===== src/rtl/isc_pkg.sv =====
package isc_pkg;
    localparam int DW = 8;
    localparam int AW = 4;

    localparam logic [DW-1:0] IMPL_A = 8'hC7;
    localparam logic [DW-1:0] IMPL_B = 8'h0E;

    typedef enum logic [1:0] {
        TRIG_RISE  = 2'b00,
        TRIG_FALL  = 2'b01,
        TRIG_LEVEL = 2'b10,
        TRIG_RSVD  = 2'b11
    } trig_e;

    typedef enum logic [1:0] {
        PIN_HIGH = 2'b00,
        PIN_LOW  = 2'b01,
        PIN_OD   = 2'b10,
        PIN_RSVD = 2'b11
    } pin_e;

    typedef enum logic [AW-1:0] {
        ADR_PINCFG = 4'd0,
        ADR_STAT_A = 4'd1,
        ADR_STAT_B = 4'd2,
        ADR_EN_A   = 4'd3,
        ADR_HI_A   = 4'd4,
        ADR_LO_A   = 4'd5,
        ADR_EN_B   = 4'd6,
        ADR_HI_B   = 4'd7,
        ADR_LO_B   = 4'd8
    } reg_addr_e;

    typedef struct packed {
        logic [DW-1:0] en;
        logic [DW-1:0] hi;
        logic [DW-1:0] lo;
    } bank_cfg_t;

    typedef struct packed {
        logic level;
        logic drive;
    } pin_out_t;

    function automatic trig_e trig_of(input logic hi, input logic lo);
        return trig_e'({hi, lo});
    endfunction

    function automatic logic trig_is_level(input trig_e t);
        return (t == TRIG_LEVEL) || (t == TRIG_RSVD);
    endfunction

    function automatic pin_out_t shape_pin(input pin_e style, input logic req);
        pin_out_t p;
        unique case (style)
            PIN_LOW:  begin p.level = ~req; p.drive = 1'b1; end
            PIN_OD:   begin p.level = 1'b0; p.drive = req;  end
            default:  begin p.level = req;  p.drive = 1'b1; end
        endcase
        return p;
    endfunction
endpackage


===== src/rtl/isc_cfg_regs.sv =====
module isc_cfg_regs
    import isc_pkg::*;
(
    input  logic                clk,
    input  logic                rst,
    input  logic                wr,
    input  logic [AW-1:0]       addr,
    input  logic [DW-1:0]       wdata,
    output bank_cfg_t           cfg_a,
    output bank_cfg_t           cfg_b,
    output pin_e                style
);
    bank_cfg_t cfg_a_q, cfg_b_q;
    pin_e      style_q;

    always_ff @(posedge clk) begin
        if (rst) begin
            cfg_a_q <= '0;
            cfg_b_q <= '0;
            style_q <= PIN_HIGH;
        end else if (wr) begin
            unique case (reg_addr_e'(addr))
                ADR_PINCFG: style_q    <= pin_e'(wdata[1:0]);
                ADR_EN_A:   cfg_a_q.en <= wdata;
                ADR_HI_A:   cfg_a_q.hi <= wdata;
                ADR_LO_A:   cfg_a_q.lo <= wdata;
                ADR_EN_B:   cfg_b_q.en <= wdata;
                ADR_HI_B:   cfg_b_q.hi <= wdata;
                ADR_LO_B:   cfg_b_q.lo <= wdata;
                default:    ;
            endcase
        end
    end

    assign cfg_a = cfg_a_q;
    assign cfg_b = cfg_b_q;
    assign style = style_q;

    a_r2_enable_write_lands: assert property (@(posedge clk) disable iff (rst)
        (wr && addr == ADR_EN_A) |=> (cfg_a.en == $past(wdata)));

    a_r2_status_write_ignored: assert property (@(posedge clk) disable iff (rst)
        (wr && (addr == ADR_STAT_A || addr == ADR_STAT_B)) |=>
            (cfg_a == $past(cfg_a) && cfg_b == $past(cfg_b) && style == $past(style)));
endmodule


===== src/rtl/isc_event_bank.sv =====
module isc_event_bank
    import isc_pkg::*;
#(
    parameter logic [DW-1:0] IMPL = '1
) (
    input  logic          clk,
    input  logic          rst,
    input  logic [DW-1:0] ev,
    input  bank_cfg_t     cfg,
    input  logic          rd_clr,
    output logic [DW-1:0] status,
    output logic          req
);
    logic [DW-1:0] prev_q, status_q, status_d;
    logic [DW-1:0] lvl_sel, edge_sel, set_vec;

    for (genvar i = 0; i < DW; i++) begin : g_bit
        if (IMPL[i]) begin : g_live
            trig_e t;
            assign t           = trig_of(cfg.hi[i], cfg.lo[i]);
            assign lvl_sel[i]  = trig_is_level(t);
            assign edge_sel[i] = ~trig_is_level(t);
            always_comb begin
                unique case (t)
                    TRIG_RISE: set_vec[i] = ev[i] & ~prev_q[i];
                    TRIG_FALL: set_vec[i] = ~ev[i] & prev_q[i];
                    default:   set_vec[i] = 1'b0;
                endcase
            end
        end else begin : g_absent
            assign lvl_sel[i]  = 1'b0;
            assign edge_sel[i] = 1'b0;
            assign set_vec[i]  = 1'b0;
        end
    end

    always_comb begin
        status_d = (lvl_sel & ev)
                 | (edge_sel & ((status_q & ~{DW{rd_clr}}) | set_vec));
    end

    always_ff @(posedge clk) begin
        if (rst) begin
            prev_q   <= '0;
            status_q <= '0;
        end else begin
            prev_q   <= ev;
            status_q <= status_d;
        end
    end

    assign status = status_q;
    assign req    = |(status_q & cfg.en);

    a_r3_sticky_hold: assert property (@(posedge clk) disable iff (rst)
        !rd_clr |=> (($past(status_q) & $past(edge_sel) & ~status_q) == '0));

    a_r6_clear_on_read: assert property (@(posedge clk) disable iff (rst)
        rd_clr |=> ((status_q & $past(edge_sel) & ~$past(set_vec)) == '0));

    a_r5_level_follow: assert property (@(posedge clk) disable iff (rst)
        1'b1 |=> ((status_q & $past(lvl_sel)) == ($past(ev) & $past(lvl_sel))));

    a_r12_absent_bits_quiet: assert property (@(posedge clk) disable iff (rst)
        (status & ~IMPL) == '0);
endmodule


===== src/rtl/isc_pin_drive.sv =====
module isc_pin_drive
    import isc_pkg::*;
(
    input  logic req,
    input  pin_e style,
    output logic level,
    output logic drive
);
    pin_out_t p;
    always_comb p = shape_pin(style, req);
    assign level = p.level;
    assign drive = p.drive;
endmodule


===== src/rtl/irq_status_ctrl.sv =====
module irq_status_ctrl
    import isc_pkg::*;
(
    input  logic          clk,
    input  logic          rst,
    input  logic          reg_wr,
    input  logic          reg_rd,
    input  logic [3:0]    reg_addr,
    input  logic [7:0]    reg_wdata,
    output logic [7:0]    reg_rdata,
    input  logic [7:0]    ev_a,
    input  logic [7:0]    ev_b,
    output logic          irq_level,
    output logic          irq_drive
);
    bank_cfg_t     cfg_a, cfg_b;
    pin_e          style;
    logic [DW-1:0] stat_a, stat_b;
    logic          req_a, req_b, clr_a, clr_b;
    logic [DW-1:0] rd_mux;
    logic [DW-1:0] rdata_q;

    isc_cfg_regs u_cfg (
        .clk(clk), .rst(rst), .wr(reg_wr), .addr(reg_addr), .wdata(reg_wdata),
        .cfg_a(cfg_a), .cfg_b(cfg_b), .style(style)
    );

    assign clr_a = reg_rd && (reg_addr == ADR_STAT_A);
    assign clr_b = reg_rd && (reg_addr == ADR_STAT_B);

    isc_event_bank #(.IMPL(IMPL_A)) u_bank_a (
        .clk(clk), .rst(rst), .ev(ev_a), .cfg(cfg_a), .rd_clr(clr_a),
        .status(stat_a), .req(req_a)
    );

    isc_event_bank #(.IMPL(IMPL_B)) u_bank_b (
        .clk(clk), .rst(rst), .ev(ev_b), .cfg(cfg_b), .rd_clr(clr_b),
        .status(stat_b), .req(req_b)
    );

    isc_pin_drive u_pin (
        .req(req_a | req_b), .style(style), .level(irq_level), .drive(irq_drive)
    );

    always_comb begin
        unique case (reg_addr_e'(reg_addr))
            ADR_PINCFG: rd_mux = {{(DW-2){1'b0}}, style};
            ADR_STAT_A: rd_mux = stat_a;
            ADR_STAT_B: rd_mux = stat_b;
            ADR_EN_A:   rd_mux = cfg_a.en;
            ADR_HI_A:   rd_mux = cfg_a.hi;
            ADR_LO_A:   rd_mux = cfg_a.lo;
            ADR_EN_B:   rd_mux = cfg_b.en;
            ADR_HI_B:   rd_mux = cfg_b.hi;
            ADR_LO_B:   rd_mux = cfg_b.lo;
            default:    rd_mux = '0;
        endcase
    end

    always_ff @(posedge clk) begin
        if (rst)         rdata_q <= '0;
        else if (reg_rd) rdata_q <= rd_mux;
    end
    assign reg_rdata = rdata_q;

    // active-high pin mirrors the OR of enabled bits from both banks
    a_r9_active_high: assert property (@(posedge clk) disable iff (rst)
        (style == PIN_HIGH || style == PIN_RSVD) |->
            (irq_drive && irq_level == |((stat_a & cfg_a.en) | (stat_b & cfg_b.en))));

    a_r10_active_low: assert property (@(posedge clk) disable iff (rst)
        (style == PIN_LOW) |->
            (irq_drive && irq_level == !(|((stat_a & cfg_a.en) | (stat_b & cfg_b.en)))));

    a_r11_open_drain: assert property (@(posedge clk) disable iff (rst)
        (style == PIN_OD) |->
            (!irq_level && irq_drive == |((stat_a & cfg_a.en) | (stat_b & cfg_b.en))));
endmodule


===== config.mk =====
export PLATFORM = sky130hd
export DESIGN_NAME = irq_status_ctrl
export DESIGN_NICKNAME = d
export VERILOG_FILES = /design/src/rtl/isc_pkg.sv /design/src/rtl/isc_cfg_regs.sv /design/src/rtl/isc_event_bank.sv /design/src/rtl/isc_pin_drive.sv /design/src/rtl/irq_status_ctrl.sv
export SDC_FILE = /design/constraint.sdc
export NUM_CORES = 1
export LEC_CHECK = 0
export ABC_AREA = 1
export ABC_CLOCK_PERIOD_IN_PS = 1300
export CAP_MARGIN = 20
export CORE_ASPECT_RATIO = 0.8
export CORE_MARGIN = 5
export CORE_UTILIZATION = 33
export CTS_BUF_LIST = sky130_fd_sc_hd__clkbuf_16
export CTS_CLUSTER_DIAMETER = 50
export DETAILED_ROUTE_END_ITERATION = 10
export DONT_BUFFER_PORTS = 1
export SLEW_MARGIN = 20
export SYNTH_ARGS = -nofsm -noshare
export SYNTH_HDL_FRONTEND = slang
export SYNTH_SLANG_ARGS = --single-unit

===== constraint.sdc =====
create_clock -name clk -period 1.3 [get_ports clk]
set_input_delay 0.065 -clock clk [delete_from_list [all_inputs] [get_ports clk]]
set_output_delay 0.065 -clock clk [all_outputs]
set_load 0.02 [all_outputs]

==> flow_summary_export.csv <==
group,metric,value,unit
power_and_ir_drop,p_sw_share,24.27,%
setup_path,critPathLaunchType,"flop",
sta,rsz0062_at_grt,"true",
final_layout,seqCellArea,1498,um2
setup_path,path_cells,"inv_2 -> o22ai_2 -> nor2_4 -> buf_4 -> nand3_1 -> nand2_1 -> inv_2",
routing,wire_per_inst,15.43,um
die,initial_utilization,34.16,%
final_layout,multi_input_area,1619,um2
routing,drtIter0Drc,333,
global_route,gr-total-overflow,0,
cts,cts_buffer_depth,2,
die,die_x,122.4,um
die,die_area,12240,um2
synthesis,synthCells,483,
die,coreArea,9769,um2
synthesis,ys.flop_type,"dfxtp_1",
power_and_ir_drop,p_int,3.985,mW
power_and_ir_drop,clockPowerShare,45.9,%
global_route,grt_max_degree,38,
cts,cts_tree,"built",
sta,setup_viol,2,
routing,drc,0,
sta,period_share,105.2,%
flow_run,cap_violations,0,
min_path,hold_class,"primary input to flop",
cts,clk_latency,0.34,ns
synthesis,synth_top_area_share,44.39,%
die,ios,42,
power_and_ir_drop,p_leak,1.705,nW
setup_path,path_class,"flop to output pin",
sta,slew_headroom,54.47,%
global_route,grt_pass1_wl,16150,um
routing,routed_wl,10370,um
synthesis,seq_area_frac_synth,44.39,%
synthesis,ys_top_cells_by_area,"dfxtp_1 44%, nand2_1 11%, a21oi_1 9.4%",
setup_path,timing.critical_path.mode_cell,"inv_2",
synthesis,synth.yosys.warnings,0,
setup_path,crit_buf_inv,3,
routing,avgViaCountPerCell,5.067,
placement,port_buffers,0,
synthesis,yosysTopAreaCell,"dfxtp_1",
cts,htreeDepth,3,
global_route,globalRouteTotalUtil,17.24,%
final_layout,fin_cells,672,
final_layout,fillers,1022,
placement,dpl.hpwl,6878,um
setup_path,critPathMaxFanout,2,
sta,worst_slack,-0.06701,ns
die,die_h,99.94,um
sta,clock-skew-final,0.004292,ns
final_layout,syn_to_final_growth,28.23,%
setup_path,end_kind,"output pin",
run_status,violations,"negative setup slack",
placement,placedCellCount,618,
setup_path,r2r_setup_slack,0.15,ns
routing,vias,3405,
power_and_ir_drop,comb_power_share,8.7,%
global_route,grt_pass1_vias,3178,
synthesis,syn_area,3337,um2
run_status,status,"finished, violations left",
final_layout,drive_gt1_share,15.70,%
synthesis,ys_seq_elements,74,
synthesis,synth_common_cells,"99 x nand2_1, 74 x dfxtp_1, 63 x a21oi_1, 58 x nand3_1, 56 x o21ai_0",
setup_path,cp_top_family,"flip-flops",
synthesis,synth.avg_cell_area,6.909,um2
global_route,antenna_found_initial,0,
cts,cts_made_buffers,9,
routing,ant_nets,0,
sta,slew_viol_final,0,
placement,gp_congestion,0.9142,
setup_path,arrival,1.30,ns
sta,finalHoldViolations,0,
synthesis,synth.most_common_cell,"nand2_1",
cts,clk_pin_slew,0.06,ns
routing,firstDrtPassIters,5,
sta,tightest_slew,0.6807,ns
setup_path,slowest_stage,"dfxtp_2",
synthesis,async_flop_share,0,%
die,row_count,32,
cts,cts_sinks,74,
sta,finalCriticalPeriod,1.367,ns
power_and_ir_drop,pwr_density_cell,1230,nW/um2
sta,clock.fmax,731.5,MHz
synthesis,synth_cell_types,21,
setup_path,critical_path_required,1.24,ns
power_and_ir_drop,peakVddDrop,0.5880,mV
final_layout,fin_nets,564,
synthesis,synth_nets,517,
sta,holdWs,0.01615,ns
setup_path,slowest_delay,0.33,ns
synthesis,synth_edf_count,0,
power_and_ir_drop,power_frac_seq,45.4,%
cts,root_buffer,"clkbuf_16",
power_and_ir_drop,power_switching,1.277,mW
[final timing paths]
path                              to  depth (start not counted)            start
hold / removal    u_bank_a.status[1]                          2              rst
setup / recovery           irq_level                          7  u_cfg.cfg_a[17]
hold reg to reg      u_cfg.cfg_b[22]                          2  u_cfg.cfg_b[22]
setup reg to reg      u_cfg.cfg_b[7]                          3   u_cfg.cfg_b[7]
[area by class of cell]
type | count | area share, %
antenna | 1 | 0.05848
multi-input combinational | 334 | 37.84
clock buffer | 9 | 5.263
clock inverter | 7 | 1.433
timing repair buffer | 53 | 11.35
tap | 136 | 3.977
inverter | 58 | 5.088
sequential | 74 | 35.00
[worst register-to-register path, stage by stage, from the launching register on]
cell	delay, ns
dfxtp_1	0.34
nand2_1	0.06
a21oi_1	0.13
dlygate4sd3_1	0.57
[stage by stage]
stage	utilization (%)	TNS (ns)	power [mW]	setup WS, ns	instance area (um2)
global route	43.78	-0.3816	5.454	-0.1772	4277
floorplan	-	0	2.664	0.2049	3337
detailed placement	36.36	0	2.732	0.06943	3552
global placement	36.36	0	2.723	0.1363	3552
CTS	42.88	-0.1422	5.288	-0.09635	4189
finish	43.80	-0.08767	5.262	-0.06701	4279
[registers in the layout, summed over array words and instances, names as in the netlist]
register	count
u_cfg.cfg_a	24
u_bank_b.status	3
u_bank_a.status	5
u_bank_b.prev_q	3
u_cfg.style	2
reg_rdata	8
u_bank_a.prev_q	5
u_cfg.cfg_b	24
[power groups by stage]
stage / Sequential [mW] / Combinational, mW / Clock [mW]
5_1_grt: 2.39 / 0.506 / 2.55
4_1_cts: 2.39 / 0.438 / 2.46
2_1_floorplan: 2.42 / 0.245 / 0
6_report: 2.39 / 0.456 / 2.42
3_5_place_dp: 2.43 / 0.301 / 0
3_3_place_gp: 2.43 / 0.292 / 0
[what timing repair did]
| action | 4_1_cts | 5_1_grt |
|---|---|---|
| setup buffers | 7 | 4 |
| pin swaps | 10 | 7 |
| hold endpoints to repair | 70 | 5 |
| setup endpoints to repair | 2 | 7 |
| resized for setup | 23 | 15 |
| hold buffers | 24 | 2 |
[layout by cell type (no fill, tap or decap)]
cell,Yosys,layout
a21oi_1,63,63
a22o_1,3,3
a22oi_1,2,2
and3_1,2,2
buf_12,0,1
buf_4,1,27
bufinv_16,0,1
clkbuf_16,0,9
clkinv_1,3,4
clkinv_2,0,3
clkinv_4,0,1
dfxtp_1,74,61
dfxtp_2,0,13
diode_2,0,1
dlygate4sd3_1,0,20
dlymetal6s4s_1,0,5
ha_1,2,1
ha_4,0,1
inv_1,54,48
inv_2,1,8
nand2_1,99,94
nand2_2,2,6
nand2_4,0,1
nand3_1,58,57
nand3_2,0,1
nand4_1,1,1
nor2_1,36,34
nor2_2,7,7
nor2_4,2,4
o21ai_0,56,56
o22ai_2,0,1
[cells by family after synthesis]
| family | share of synthesized area, % |
|---|---|
| buffers and inverters | 8.774 |
| AO/OA/AOI/OAI | 19.27 |
| flip-flops | 44.39 |
| AND/OR/NAND/NOR | 26.81 |
| adder cells (fa/ha/maj) | 0.7498 |
[layer usage]
layer  routed length, um  vias to the layer above  global-route usage (%)
met4                 140                        0                   4.475
li1                    -                     1677                       -
met3                 838                       14                   6.423
met1                4863                     1601                   23.43
met2                4527                      113                   25.80
met5                   0                        -                       0
(Power assumes the default switching activity.)
